**src/rtl/swm_pkg.sv**
```systemverilog
package swm_pkg;
  typedef enum logic [1:0] {
    OP_NONE  = 2'b00,
    OP_RESET = 2'b01,
    OP_WRITE = 2'b10,
    OP_READ  = 2'b11
  } op_e;

  typedef enum logic [2:0] {
    ST_IDLE,
    ST_RST_LOW,
    ST_PRES_WAIT,
    ST_PRES_REST,
    ST_SLOT
  } state_e;
endpackage

```
**src/rtl/swm_sync.sv**
```systemverilog
module swm_sync #(
  parameter int STAGES = 2
) (
  input  logic clk,
  input  logic rst,
  input  logic d,
  output logic q
);
  generate
    if (STAGES < 2) begin : g_one
      logic r_q;
      always_ff @(posedge clk) begin
        if (rst) r_q <= 1'b1;
        else     r_q <= d;
      end
      assign q = r_q;
    end else begin : g_chain
      logic [STAGES-1:0] ch_q;
      always_ff @(posedge clk) begin
        if (rst) ch_q <= '1;
        else     ch_q <= {ch_q[STAGES-2:0], d};
      end
      assign q = ch_q[STAGES-1];
    end
  endgenerate
endmodule

```
**src/rtl/swm_us_tick.sv**
```systemverilog
module swm_us_tick #(
  parameter int CLK_PER_US = 50
) (
  input  logic clk,
  input  logic rst,
  input  logic clr,
  output logic tick
);
  localparam int DIV_W = (CLK_PER_US > 1) ? $clog2(CLK_PER_US) : 1;
  localparam logic [DIV_W-1:0] DIV_LAST = DIV_W'(CLK_PER_US - 1);

  logic [DIV_W-1:0] div_q;

  assign tick = (div_q == DIV_LAST);

  always_ff @(posedge clk) begin
    if (rst || clr)  div_q <= '0;
    else if (tick)   div_q <= '0;
    else             div_q <= div_q + 1'b1;
  end
endmodule

```
**src/rtl/swm_shifter.sv**
```systemverilog
module swm_shifter #(
  parameter int W = 8
) (
  input  logic         clk,
  input  logic         rst,
  input  logic         load,
  input  logic [W-1:0] load_val,
  input  logic         shift,
  input  logic         in_bit,
  output logic [W-1:0] q,
  output logic         lsb
);
  logic [W-1:0] sh_q;

  always_ff @(posedge clk) begin
    if (rst)        sh_q <= '0;
    else if (load)  sh_q <= load_val;
    else if (shift) sh_q <= {in_bit, sh_q[W-1:1]};
  end

  assign q   = sh_q;
  assign lsb = sh_q[0];
endmodule

```
**src/rtl/swm_master.sv**
```systemverilog
module swm_master #(
  parameter int CLK_PER_US   = 50,
  parameter int BITS         = 8,
  parameter int SYNC_STAGES  = 2,
  parameter int RST_LOW_US   = 480,
  parameter int PRES_WAIT_US = 70,
  parameter int PRES_REST_US = 410,
  parameter int W1_LOW_US    = 6,
  parameter int W0_LOW_US    = 60,
  parameter int REC_US       = 10,
  parameter int RD_LOW_US    = 6,
  parameter int RD_SAMP_US   = 9,
  parameter int RD_TAIL_US   = 55
) (
  input  logic            clk,
  input  logic            rst,
  input  logic            cmd_valid,
  input  logic [1:0]      cmd_op,
  input  logic [BITS-1:0] cmd_data,
  output logic            busy,
  output logic            done,
  output logic            presence,
  output logic [BITS-1:0] rd_data,
  output logic            line_pull,
  input  logic            line_in
);
  import swm_pkg::*;

  localparam int WR_SLOT_US = W0_LOW_US + REC_US;
  localparam int RD_SLOT_US = RD_LOW_US + RD_SAMP_US + RD_TAIL_US;
  localparam int MAX_A = (RST_LOW_US > PRES_REST_US) ? RST_LOW_US : PRES_REST_US;
  localparam int MAX_B = (WR_SLOT_US > RD_SLOT_US) ? WR_SLOT_US : RD_SLOT_US;
  localparam int MAX_C = (PRES_WAIT_US > MAX_B) ? PRES_WAIT_US : MAX_B;
  localparam int US_MAX = (MAX_A > MAX_C) ? MAX_A : MAX_C;
  localparam int US_W  = $clog2(US_MAX + 1);
  localparam int BIT_W = (BITS > 1) ? $clog2(BITS) : 1;

  localparam logic [US_W-1:0] RST_LAST  = US_W'(RST_LOW_US - 1);
  localparam logic [US_W-1:0] PW_LAST   = US_W'(PRES_WAIT_US - 1);
  localparam logic [US_W-1:0] PR_LAST   = US_W'(PRES_REST_US - 1);
  localparam logic [US_W-1:0] WR_LAST   = US_W'(WR_SLOT_US - 1);
  localparam logic [US_W-1:0] RD_LAST   = US_W'(RD_SLOT_US - 1);
  localparam logic [US_W-1:0] RD_SMP    = US_W'(RD_LOW_US + RD_SAMP_US - 1);
  localparam logic [US_W-1:0] W1_LEN    = US_W'(W1_LOW_US);
  localparam logic [US_W-1:0] W0_LEN    = US_W'(W0_LOW_US);
  localparam logic [US_W-1:0] RD_LEN    = US_W'(RD_LOW_US);
  localparam logic [BIT_W-1:0] BIT_LAST = BIT_W'(BITS - 1);

  state_e            state_q;
  op_e               op_q;
  logic [US_W-1:0]   us_q;
  logic [BIT_W-1:0]  bit_q;
  logic              busy_q, done_q, pres_q, pull_q;
  logic [BITS-1:0]   rd_q;

  logic              tick, line_s, accept, pull_c;
  logic              slot_end, rd_sample, sh_shift, sh_lsb;
  logic [BITS-1:0]   sh_q;
  op_e               op_in;

  assign op_in  = op_e'(cmd_op);
  assign accept = cmd_valid && !busy_q && (op_in != OP_NONE);

  swm_sync #(.STAGES(SYNC_STAGES)) u_sync (
    .clk (clk), .rst (rst), .d (line_in), .q (line_s)
  );

  swm_us_tick #(.CLK_PER_US(CLK_PER_US)) u_tick (
    .clk (clk), .rst (rst), .clr (accept), .tick (tick)
  );

  assign slot_end  = (state_q == ST_SLOT) && tick &&
                     (us_q == ((op_q == OP_READ) ? RD_LAST : WR_LAST));
  assign rd_sample = (state_q == ST_SLOT) && (op_q == OP_READ) && tick &&
                     (us_q == RD_SMP);
  assign sh_shift  = rd_sample || (slot_end && (op_q == OP_WRITE));

  swm_shifter #(.W(BITS)) u_shift (
    .clk      (clk),
    .rst      (rst),
    .load     (accept),
    .load_val (cmd_data),
    .shift    (sh_shift),
    .in_bit   (line_s),
    .q        (sh_q),
    .lsb      (sh_lsb)
  );

  // Line drive for the current phase; registered into pull_q
  always_comb begin
    pull_c = 1'b0;
    case (state_q)
      ST_RST_LOW: pull_c = 1'b1;
      ST_SLOT: begin
        if (op_q == OP_READ) pull_c = (us_q < RD_LEN);
        else                 pull_c = (us_q < (sh_lsb ? W1_LEN : W0_LEN));
      end
      default: pull_c = 1'b0;
    endcase
  end

  always_ff @(posedge clk) begin
    if (rst) begin
      state_q <= ST_IDLE;
      op_q    <= OP_NONE;
      us_q    <= '0;
      bit_q   <= '0;
      busy_q  <= 1'b0;
      done_q  <= 1'b0;
      pres_q  <= 1'b0;
      pull_q  <= 1'b0;
      rd_q    <= '0;
    end else begin
      done_q <= 1'b0;
      pull_q <= pull_c;
      if (tick && busy_q) us_q <= us_q + 1'b1;
      case (state_q)
        ST_IDLE: begin
          if (accept) begin
            state_q <= (op_in == OP_RESET) ? ST_RST_LOW : ST_SLOT;
            op_q    <= op_in;
            us_q    <= '0;
            bit_q   <= '0;
            busy_q  <= 1'b1;
            if (op_in == OP_RESET) pres_q <= 1'b0;
          end
        end
        ST_RST_LOW: begin
          if (tick && us_q == RST_LAST) begin
            state_q <= ST_PRES_WAIT;
            us_q    <= '0;
          end
        end
        ST_PRES_WAIT: begin
          if (tick && us_q == PW_LAST) begin
            pres_q  <= !line_s;
            state_q <= ST_PRES_REST;
            us_q    <= '0;
          end
        end
        ST_PRES_REST: begin
          if (tick && us_q == PR_LAST) begin
            state_q <= ST_IDLE;
            busy_q  <= 1'b0;
            done_q  <= 1'b1;
          end
        end
        ST_SLOT: begin
          if (slot_end) begin
            us_q <= '0;
            if (bit_q == BIT_LAST) begin
              state_q <= ST_IDLE;
              busy_q  <= 1'b0;
              done_q  <= 1'b1;
              if (op_q == OP_READ) rd_q <= sh_q;
            end else begin
              bit_q <= bit_q + 1'b1;
            end
          end
        end
        default: state_q <= ST_IDLE;
      endcase
    end
  end

  assign busy      = busy_q;
  assign done      = done_q;
  assign presence  = pres_q;
  assign rd_data   = rd_q;
  assign line_pull = pull_q;

  // Checker state: length of the current low drive
  localparam int MAX_LOW = RST_LOW_US * CLK_PER_US;
  localparam int LR_W    = $clog2(MAX_LOW + 2);
  logic [LR_W-1:0] low_run_q;
  always_ff @(posedge clk) begin
    if (rst || !pull_q)                low_run_q <= '0;
    else if (low_run_q != LR_W'(MAX_LOW + 1)) low_run_q <= low_run_q + 1'b1;
  end


  idle_release_chk: assert property (@(posedge clk) disable iff (rst)
    !busy_q |-> !pull_q);

  done_pulse_chk: assert property (@(posedge clk) disable iff (rst)
    done_q |=> !done_q);

  busy_fall_chk: assert property (@(posedge clk) disable iff (rst)
    $fell(busy_q) |-> done_q);

  op_hold_chk: assert property (@(posedge clk) disable iff (rst)
    (busy_q && cmd_valid) |=> $stable(op_q));

  rst_len_chk: assert property (@(posedge clk) disable iff (rst)
    pull_q |-> (low_run_q < LR_W'(MAX_LOW)));
endmodule

```
**config.mk**
```make
export PLATFORM = sky130hd
export DESIGN_NAME = swm_master
export DESIGN_NICKNAME = d
export VERILOG_FILES = /design/src/rtl/swm_pkg.sv /design/src/rtl/swm_sync.sv /design/src/rtl/swm_us_tick.sv /design/src/rtl/swm_shifter.sv /design/src/rtl/swm_master.sv
export SDC_FILE = /design/constraint.sdc
export NUM_CORES = 1
export LEC_CHECK = 0
export ABC_AREA = 1
export BUFFER_PORTS_ARGS = -buffer_cell sky130_fd_sc_hd__buf_2
export CORE_ASPECT_RATIO = 1.75
export CORE_MARGIN = 1.5
export CORE_UTILIZATION = 38
export DETAILED_ROUTE_END_ITERATION = 8
export MAX_ROUTING_LAYER = met4
export SLEW_MARGIN = 25
export SYNTH_ARGS = -nofsm -noshare
export SYNTH_HDL_FRONTEND = slang
export SYNTH_SLANG_ARGS = --single-unit
```
**constraint.sdc**
```tcl
create_clock -name clk -period 1.5 [get_ports clk]
set_input_delay 0.15 -clock clk [delete_from_list [all_inputs] [get_ports clk]]
set_output_delay 0.15 -clock clk [all_outputs]
set_load 0.05 [all_outputs]
```
Yosys cells after proc, flatten, opt, wreduce, memory -nomap -nowiden

Cells that the tools add are included.
Widths: inputs -> output; s select.

Add/subtract/negate cells: 3
$lt $le $gt $ge: 2
Eq/ne operators: 21
Mux-type cells: 36
Reduce and logical (&&, ||, !) cells: 29

Operators with widths:

| cell                | number |
|---|---|
| $mux 9              | 5 |
| $pmux 9 s4          | 1 |
| $mux 3              | 10 |
| $eq 9x9->1 const B  | 2 |
| $mux 8              | 2 |
| $pmux 3 s5          | 1 |
| $logic_and 1x1->1   | 12 |
| $ne 2x2->1 const B  | 6 |
| $reduce_and 4->1    | 3 |
| $mux 1              | 11 |
| $add 9x1->9 const B | 1 |
| $eq 9x4->1 const B  | 1 |
| $eq 9x7->1 const B  | 1 |
| $lt 9x3->1 const B  | 1 |
| $lt 9x6->1          | 1 |
| $reduce_bool 2->1   | 4 |
| $add 6x1->6 const B | 1 |
| $eq 3x2->1 const B  | 2 |
| $eq 3x3->1 const B  | 2 |
| $eq 6x6->1 const B  | 1 |
| $mux 6              | 1 |
| $pmux 1 s2          | 3 |
| $pmux 3 s2          | 1 |
| $reduce_and 6->1    | 1 |
| 13 further kinds    | 17 |

Bits in registers: 45
Output and inout bits: 12

Depth between registers and ports, before layout

Gate-level depths: netlist (run 1).

Depth in word-level cells: 7
Gate-level depth with buffers: 12
Depth with buffers taken out: 12

Modules after synthesis

From an unflattened synthesis (run 1), not the netlist that was laid out.

Cell total of the unflattened synthesis: 338
Area, all modules: 2,408.6 µm²

By module, submodules not included:

| module      | times used | cells an instance | area an instance (µm²) |
|---|---|---|---|
| swm_master  | 1          | 230               | 1,629.1 |
| swm_shifter | 1          | 67                | 426.7 |
| swm_us_tick | 1          | 34                | 294.0 |
| swm_sync    | 1          | 7                 | 58.8 |

Worst setup path after synthesis (run 1)

No wires, ideal clock.

Kind: register -> register
Start: register busy_q (netlist: busy)
End: register bit_q[0]
Library setup time: 0.116 ns
Data arrival time: 1.510 ns
Required time: 1.384 ns
Path slack: -0.126 ns
Stages on the path, launching flop included: 10
Cell sequence: dfxtp_1 -> nor2_1 -> o21a_2 -> inv_2 -> buf_4 -> nand2_2 -> nand2_2 -> nor2_2 -> o21ai_0 -> nor2_1

Cells in the longest elaborated chain, start to end: 5

RTL lines:

| what                              | line              | text |
|---|---|---|
| from (decl)                       | swm_master.sv:53  | `logic busy_q, done_q, pres_q, pull_q;` |
| from (signal assigned)            | swm_master.sv:108 | `busy_q <= 1'b0;` |
| from (signal assigned)            | swm_master.sv:124 | `busy_q <= 1'b1;` |
| from (signal assigned)            | swm_master.sv:144 | `busy_q <= 1'b0;` |
| $logic_not 1->1                   | swm_master.sv:62  | `assign accept = cmd_valid && !busy_q && (op_in != OP_NONE);` |
| $logic_and 1x1->1 (2 in series)   | swm_master.sv:62  |  |
| $ne 2x1->1 (no source line)       | -                 |  |
| $reduce_and 4->1 (no source line) | -                 |  |
| to (signal assigned)              | swm_master.sv:157 | `bit_q <= bit_q + 1'b1;` |
| to (decl)                         | swm_master.sv:52  | `logic [BIT_W-1:0] bit_q;` |

Every way passes these cells.
A chain may end at the register's enable or synchronous reset.

Final worst setup path (run 1)

Start: register us_q[1]
End: register us_q[4]

Cells in the longest elaborated chain, start to end: 4
Elaborated cells on any way between the ends: 12
Classes of those cells: add/sub (1); eq/ne (2); mux (6); reduce/logical (3)

RTL lines:

| what                                      | line              | text |
|---|---|---|
| from (decl)                               | swm_master.sv:51  | `logic [US_W-1:0] us_q;` |
| from (signal assigned)                    | swm_master.sv:116 | `if (tick && busy_q) us_q <= us_q + 1'b1;` |
| $add 9x1->9, or another cell as far along | swm_master.sv:116 |  |
| $mux 9, or another cell as far along      | swm_master.sv:116 |  |
| $mux 9, on equally long branches          | -                 |  |
| $pmux 9 s4 (*)                            | swm_master.sv:117 | `case (state_q)` |

Mark *: on every way between the ends. The rest lies on a longest branch, timed or not.

==> impl_metrics.tcl, run 1 <==
set metrics [dict create \
    fillers 576 \
    htreeDepth 2 \
    avgRoutedWirePerCell_um 13.0 \
    drc_errors 0 \
    min_path_cells 2 \
    ys_warn_count 0 \
    synth_cells 337 \
    coreArea_sq_um 6130 \
    crit_chain "inv_2 -> ha_4 -> nand2_4 -> nor2_4 -> buf_6 -> nand3_4 -> a21oi_2 -> nand4_1 -> nand2_2 -> nor2_1" \
    syn_nets 361 \
    dp_hpwl_um 4580 \
    rr_startpoint "us_q[1]" \
    die_h_um 108 \
    clk_pin_slew_ns 0.08 \
    syn-cell-area_sq_um 2400 \
    tightest_slew_ns 0.356 \
    syn2layout_area_growth_pct 40.0 \
    totalWireLength_um 6480 \
    cp_slowest_cell "dfxtp_2" \
    cp-end-kind "flop" \
    synth_seq_cells 45 \
    syn_area_per_cell_sq_um 7.12 \
    power_density_nw_per_um2 1050 \
    nNetsFinal 443 \
    ys_types 34 \
    slowest_delay_ns 0.33 \
    failed_checks "setup timing" \
    cp-start-kind "flop" \
    min_period_ns 1.66 \
    fin_ws_ns -0.162 \
    cp-startpoint "us_q[1]" \
    reg2reg_to "us_q[4]" \
    slew_headroom 0.762 \
    cts.sinks 45 \
    hold_buffers 0 \
    antennaDiodeCount 0 \
    cts_buffer_depth 2 \
    yosysSeqAreaShare 0.375 \
    grt_usage 0.196 \
    r2r_cells 10 \
    vias_per_cell 4.80 \
    ant_nets 0 \
    dieArea_sq_um 6820 \
    layout_common_cells "nand2_1, buf_4, nor2_1" \
    fmax_mhz 602 \
    drive_gt1_frac 0.390 \
    crit_type "flop to flop" \
    fin_area_sq_um 3360 \
    ir_worst_vdd_v 0.000517 \
    tns_ns -2.45 \
    slew_viol_final 0 \
    grt_pass1_vias 2362 \
    cap_violations 0 \
    grt_max_degree 19 \
    fp.dieW_um 63.1 \
    fin_crit_sh 1.11 \
    ios 26 \
    setup_violations 26 \
    r2r_slack_ns -0.16 \
    crit_arrival_ns 1.87 \
    grt_setup_unrepaired "true" \
    cts_buffers 5 \
    min_from "line_in" \
    worst_hold_path.endpoint "u_sync.g_chain.ch_q[0]" \
    gp_congestion 0.879 \
    worstPathMaxFanout 4 \
    vias 2399 \
    place_ws_ns -0.116 \
    ff_latch_area_sq_um 912 \
    numPortBuffers 25 \
    dpl-instance-area_sq_um 2940 \
    insertion_delay_ns 0.31 \
    multiInputGateArea_sq_um 1530 \
    leakage_nw 1.51 \
    drtIter0Drc 111 \
    outcome "complete, but fails checks" \
    fin_skew_ns 0.00354 \
    hold_path_class "input pin to flop" \
    antenna_found_initial 0 \
    start_util 0.391 \
    cts_tree "built" \
    hold_viol_final 0 \
    whs_ns 0.0164 \
    placementRows 38 \
    clock-root-buffer "clkbuf_8" \
    required_ns 1.71 \
    grt_pass1_wl_um 10200 \
    overflow 0 \
    dr.pass1.iters 4 \
    fin_util 0.548 \
    layout_commonest_cell "nand2_1" \
]
final cells by class:
cell class / instances / share of cell area
tap: 80 / 0.0298
multi-input combinational: 245 / 0.454
sequential: 45 / 0.271
timing repair buffer: 80 / 0.163
inverter: 42 / 0.0469
clock inverter: 1 / 0.00894
clock buffer: 7 / 0.0257
worst max path at each step:
stage,to,cells after the start
2_1_floorplan,rd_data[6],8
3_3_place_gp,us_q[8],9
3_5_place_dp,us_q[7],9
4_1_cts,us_q[7],10
5_1_grt,us_q[4],10
6_report,us_q[4],10
where the power goes:
group / switching, mW / total [mW] / internal (mW) / leakage (nW)
registers: 0.0668 / 1.36 / 1.29 / 0.370
logic: 0.740 / 1.21 / 0.475 / 1.08
clock network: 0.417 / 0.960 / 0.543 / 0.0585
total: 1.22 / 3.53 / 2.31 / 1.51
cells in the mapped netlist, drive strengths merged:
library cell / n / share of area
nor3: 8 / 0.019
inv: 42 / 0.066
nand4: 6 / 0.018
buf: 5 / 0.019
nand2: 80 / 0.13
and2: 1 / 0.0037
nor3b: 1 / 0.0031
o21a: 1 / 0.0037
ha: 10 / 0.052
a21oi: 20 / 0.043
or2: 3 / 0.0078
o21bai: 2 / 0.0063
xnor2: 1 / 0.0037
clkbuf: 2 / 0.0031
nor2: 58 / 0.11
dfxtp: 45 / 0.38
xor2: 7 / 0.026
o21ai: 16 / 0.033
nand3: 28 / 0.074
a31oi: 1 / 0.0026
critical path: cells and delay by family (launching register included):
family | cells | cell delay, ns
AO/OA/AOI/OAI | 1 | 0.16
buffers and inverters | 2 | 0.18
AND/OR/NAND/NOR | 6 | 0.73
flip-flops | 1 | 0.33
adder cells (fa/ha/maj) | 1 | 0.15
state kept, by name, indices dropped and copies added, names as in the netlist:
register,flops
rd_data,8
state_q,3
line_pull,1
u_tick.div_q,6
done,1
u_sync.g_chain.ch_q,2
bit_q,3
us_q,9
busy,1
u_shift.q,8
presence,1
op_q,2
metal layers:
layer  track usage  wire, um
met1         0.171      2300
met3        0.0312       165
met2         0.387      3780
met4         0.113       234
met5             -         0
stage by stage:
step,std cells,total power [mW]
after floorplan,337,2.07
after global placement,484,2.43
after detailed placement,484,2.43
after CTS,494,3.45
after global routing,500,3.74
final,500,3.53
logic make-up after synthesis:
kind of cell               after synthesis  share of synthesized area
xor gates and xnor gates                 8                     0.0292
buffers and inverters                   49                     0.0881
adders and majority gates               10                     0.0521
AOI/OAI and AO/OA                       40                     0.0892
DFF                                     45                      0.375
and+or+nand+nor                        185                      0.366
repair_timing:
item | in CTS | in global routing
setup buffers | 1 | 4
pin swaps | 2 | 20
gates resized for setup | 10 | 61
setup endpoints to repair | 34 | 38
gates cloned | 1 | 2
Power figures use the tool's default switching activity.
==> inputs of run 2 (changes only) <==
==> constraint.sdc (replaced) <==
create_clock -name clk -period 1.5 [get_ports clk]
set_input_delay 0.075 -clock clk [delete_from_list [all_inputs] [get_ports clk]]
set_output_delay 0.075 -clock clk [all_outputs]
set_load 0.05 [all_outputs]
==> impl_metrics.tcl, run 2 (synthesis gave the netlist of run 1 again) <==
set metrics [dict create \
    layout_commonest_cell "nand2_1" \
    htreeDepth 2 \
    fin_skew_ns 0.00323 \
    cp-end-kind "flop" \
    tns_ns -2.43 \
    dp_hpwl_um 4580 \
    cap_violations 0 \
    hold_path_class "input pin to flop" \
    vias 2395 \
    worstPathMaxFanout 4 \
    insertion_delay_ns 0.31 \
    multiInputGateArea_sq_um 1530 \
    leakage_nw 1.51 \
    slew_viol_final 0 \
    fin_ws_ns -0.163 \
    dpl-instance-area_sq_um 2940 \
    fmax_mhz 601 \
    total_power_mw 3.53 \
    tightest_slew_ns 0.355 \
    fin_crit_sh 1.11 \
    grt_pass1_vias 2362 \
    antennaDiodeCount 0 \
    gp_congestion 0.879 \
    cts_tree "built" \
    switching_power_mw 1.22 \
    outcome "complete, but fails checks" \
    antenna_found_initial 0 \
    crit_type "flop to flop" \
    cp-start-kind "flop" \
    totalWireLength_um 6470 \
    overflow 0 \
    clk_pin_slew_ns 0.08 \
    largest_reg_flops 9 \
    cts_buffer_depth 2 \
    dr.pass1.iters 4 \
    hold_viol_final 0 \
    fp.dieW_um 63.1 \
    power_density_nw_per_um2 1050 \
    pwr-share-comb 0.344 \
    switching_share 0.346 \
    failed_checks "setup timing" \
    ios 26 \
    power_frac_seq 0.385 \
    grt_setup_unrepaired "true" \
    grt_usage 0.196 \
    r2r_cells 10 \
    placementRows 38 \
    min_period_ns 1.66 \
    crit_arrival_ns 1.87 \
    p_int_mw 2.31 \
    start_util 0.391 \
    min_path_cells 3 \
    drive_gt1_frac 0.390 \
    cts_buffers 5 \
    slew_headroom 0.763 \
    nNetsFinal 444 \
    grt_pass1_wl_um 10200 \
    whs_ns 0.0718 \
    required_ns 1.71 \
    clock-root-buffer "clkbuf_8" \
    fin_area_sq_um 3370 \
    ff_latch_area_sq_um 912 \
    setup_violations 26 \
    place_ws_ns -0.116 \
    avgRoutedWirePerCell_um 12.9 \
    fillers 574 \
    ant_nets 0 \
    grt_max_degree 19 \
    drc_errors 0 \
    largest_register "us_q" \
    dieArea_sq_um 6820 \
    drtIter0Drc 129 \
    fin_cells 501 \
    syn2layout_area_growth_pct 40.5 \
    layout_common_cells "nand2_1, buf_4, nor2_1" \
    die_h_um 108 \
    coreArea_sq_um 6130 \
    ir_worst_vdd_v 0.000517 \
    dp.cells 484 \
    vias_per_cell 4.78 \
    fin_util 0.550 \
    clkPwrFrac 0.271 \
    numPortBuffers 25 \
    cts.sinks 45 \
]
[run 2: cell count changes in the layout (fill, tap and decap cells not counted)]
cell	previous run	this run
dlygate4sd3_1	0	1
[run 2: critical path, stage by stage (launching register included)]
cell     delay, ns
dfxtp_2       0.33
inv_2         0.08
ha_4          0.15
nand2_4       0.05
nor2_4        0.09
buf_6         0.10
nand3_4       0.08
a21oi_2       0.16
nand4_1       0.24
nand2_2       0.20
nor2_1        0.06
[run 2: repair_timing]
action,in CTS,in global routing
pin swaps,2,20
gates resized for setup,10,61
setup buffers,1,4
hold buffers,1,0
gates cloned,1,2
hold endpoints to repair,1,0
endpoints found under the setup margin,34,38
[run 2: layout make-up]
type | count | share of cell area
clock buffers | 7 | 0.0256
clock inverters | 1 | 0.00891
inverters | 42 | 0.0468
multi-input cells | 245 | 0.452
flip-flops and latches | 45 | 0.271
well taps | 80 | 0.0297
repair buffers | 81 | 0.166
[run 2: per-layer routing]
metal,vias to the layer above,GRT usage,wire [um]
li1,1239,-,-
met1,1092,0.171,2280
met2,48,0.387,3770
met3,16,0.0312,180
met4,0,0.113,241
met5,-,-,0
[run 2: power groups by stage]
stage               Combinational [mW]  Sequential [mW]  Clock [mW]
floorplan                        0.628             1.44           0
CTS                               1.10             1.35        1.00
global placement                  1.05             1.37           0
finish                            1.22             1.36       0.958
detailed placement                1.06             1.38           0
global route                      1.35             1.37        1.02
[run 2: worst paths after layout]
path                                              from                     end  slack, ns
worst max-delay path                           us_q[1]                 us_q[4]      -0.16
worst min-delay path                         cmd_op[0]                 op_q[0]       0.07
worst max register to register                 us_q[1]                 us_q[4]      -0.16
worst min register to register  u_sync.g_chain.ch_q[0]  u_sync.g_chain.ch_q[1]       0.42
==> inputs of run 3 (changes only) <==
- CTS_BUF_LIST: default -> sky130_fd_sc_hd__clkbuf_8
- SKIP_CTS_REPAIR_TIMING: default -> 1
==> impl_metrics.tcl, run 3 (synthesis gave the netlist of run 1 again) <==
set metrics [dict create \
    fmax_mhz 591 \
    worstPathMaxFanout 4 \
    cp.buffers_inverters 2 \
    outcome "complete, but fails checks" \
    cts.sinks 45 \
    clk_pin_slew_ns 0.08 \
    crit_chain "inv_2 -> ha_4 -> nand2_4 -> nor2_4 -> buf_6 -> nand3_4 -> a21oi_2 -> nand4_1 -> nand2_2 -> nor2_1" \
    dr.pass1.iters 4 \
    placementRows 38 \
    avgRoutedWirePerCell_um 13.3 \
    grt_setup_unrepaired "true" \
    ff_latch_area_sq_um 911 \
    dp_hpwl_um 4580 \
    largest_register "us_q" \
    fin_skew_ns 0.00348 \
    overflow 0 \
    min_from "cmd_op[0]" \
    multiInputGateArea_sq_um 1550 \
    reg2reg_to "us_q[4]" \
    hold_path_class "input pin to flop" \
    total_power_mw 3.53 \
    grt_pass1_wl_um 9800 \
    slew_headroom 0.763 \
    vias 2420 \
    leakage_nw 1.52 \
    fin_area_sq_um 3390 \
    fin_ws_ns -0.192 \
    dieArea_sq_um 6820 \
    r2r_cells 10 \
    slowest_delay_ns 0.33 \
    layout_commonest_cell "nand2_1" \
    min_path_cells 3 \
    p_int_mw 2.30 \
    insertion_delay_ns 0.31 \
    switching_share 0.347 \
    drc_errors 0 \
    vias_per_cell 4.84 \
    largest_reg_flops 9 \
    cap_violations 0 \
    cts_tree "built" \
    pwr-share-comb 0.343 \
    hold_viol_final 0 \
    clkPwrFrac 0.271 \
    totalWireLength_um 6650 \
    cp-start-kind "flop" \
    power_density_nw_per_um2 1040 \
    cp-end-kind "flop" \
    start_util 0.391 \
    syn2layout_area_growth_pct 41.1 \
    gp_congestion 0.879 \
    failed_checks "setup timing" \
    r2r_slack_ns -0.19 \
    tightest_slew_ns 0.355 \
    worst_hold_path.endpoint "op_q[0]" \
    grt_pass1_vias 2293 \
    min_period_ns 1.69 \
    nNetsFinal 443 \
    slew_viol_final 0 \
    grt_usage 0.189 \
    coreArea_sq_um 6130 \
    required_ns 1.71 \
    fillers 576 \
    crit_type "flop to flop" \
    fin_crit_sh 1.13 \
    ir_worst_vdd_v 0.000516 \
    cp_slowest_cell "dfxtp_2" \
    numPortBuffers 25 \
    rr_startpoint "us_q[1]" \
    antennaDiodeCount 0 \
    grt_max_degree 19 \
    setup_violations 25 \
    switching_power_mw 1.22 \
    cts_buffer_depth 2 \
    antenna_found_initial 0 \
    crit_arrival_ns 1.90 \
    cp_top_family "simple AND/OR/NAND/NOR gates" \
    dpl-instance-area_sq_um 2940 \
    cts_buffers 5 \
    clock-root-buffer "clkbuf_8" \
    htreeDepth 2 \
    fp.dieW_um 63.1 \
    ant_nets 0 \
    ios 26 \
    power_frac_seq 0.386 \
    layout_common_cells "nand2_1, buf_4, nor2_1" \
    drtIter0Drc 97 \
    die_h_um 108 \
    drive_gt1_frac 0.410 \
]
==> run 3: per-stage QoR <==
| stage | hold WS (ns) | std cells | setup TNS [ns] | setup slack, ns | utilization |
|---|---|---|---|---|---|
| after global placement | 0.260 | 484 | -1.31 | -0.112 | 0.479 |
| after floorplan | 0.179 | 337 | 0 | 0.0178 | - |
| final | 0.0728 | 500 | -2.66 | -0.192 | 0.552 |
| after CTS | -0.0659 | 492 | -2.38 | -0.144 | 0.498 |
| after global routing | 0.0830 | 500 | -5.69 | -0.301 | 0.552 |
| after detailed placement | 0.263 | 484 | -1.70 | -0.116 | 0.479 |
==> run 3: routing by layer <==
layer  up-vias  track usage  wire [um]
met1      1122        0.166       2380
li1       1235            -          -
met4         0        0.106        258
met5         -            -          0
met2        46        0.372       3840
met3        17       0.0302        177
==> run 3: power groups by stage <==
stage / Clock, mW / Combinational (mW) / Sequential [mW]
6_report: 0.955 / 1.21 / 1.36
5_1_grt: 1.02 / 1.34 / 1.37
4_1_cts: 0.995 / 1.06 / 1.35
3_5_place_dp: 0 / 1.06 / 1.38
3_3_place_gp: 0 / 1.05 / 1.37
2_1_floorplan: 0 / 0.628 / 1.44
==> run 3: final cells by class <==
class	count	area share
Clock buffer	6	0.0244
Clock inverter	2	0.00997
Inverter	42	0.0465
Multi-Input combinational cell	245	0.457
Sequential cell	45	0.269
Tap cell	80	0.0296
Timing Repair Buffer	80	0.164
==> run 3: worst min-delay path: cells and delay by family <==
family                 cells  cell delay (ns)
buffers and inverters      1             0.12
and+or+nand+nor            1             0.08
AOI/OAI and AO/OA          1             0.06
==> run 3: how the worst max path moves through the flow <==
stage	end	slack, ns	cells past startpoint	start
6_report	us_q[4]	-0.19	10	us_q[1]
5_1_grt	us_q[4]	-0.30	10	us_q[1]
4_1_cts	us_q[7]	-0.14	9	u_tick.div_q[1]
3_5_place_dp	us_q[7]	-0.12	9	u_tick.div_q[1]
3_3_place_gp	us_q[8]	-0.11	9	u_tick.div_q[1]
2_1_floorplan	rd_data[6]	0.02	8	us_q[0]
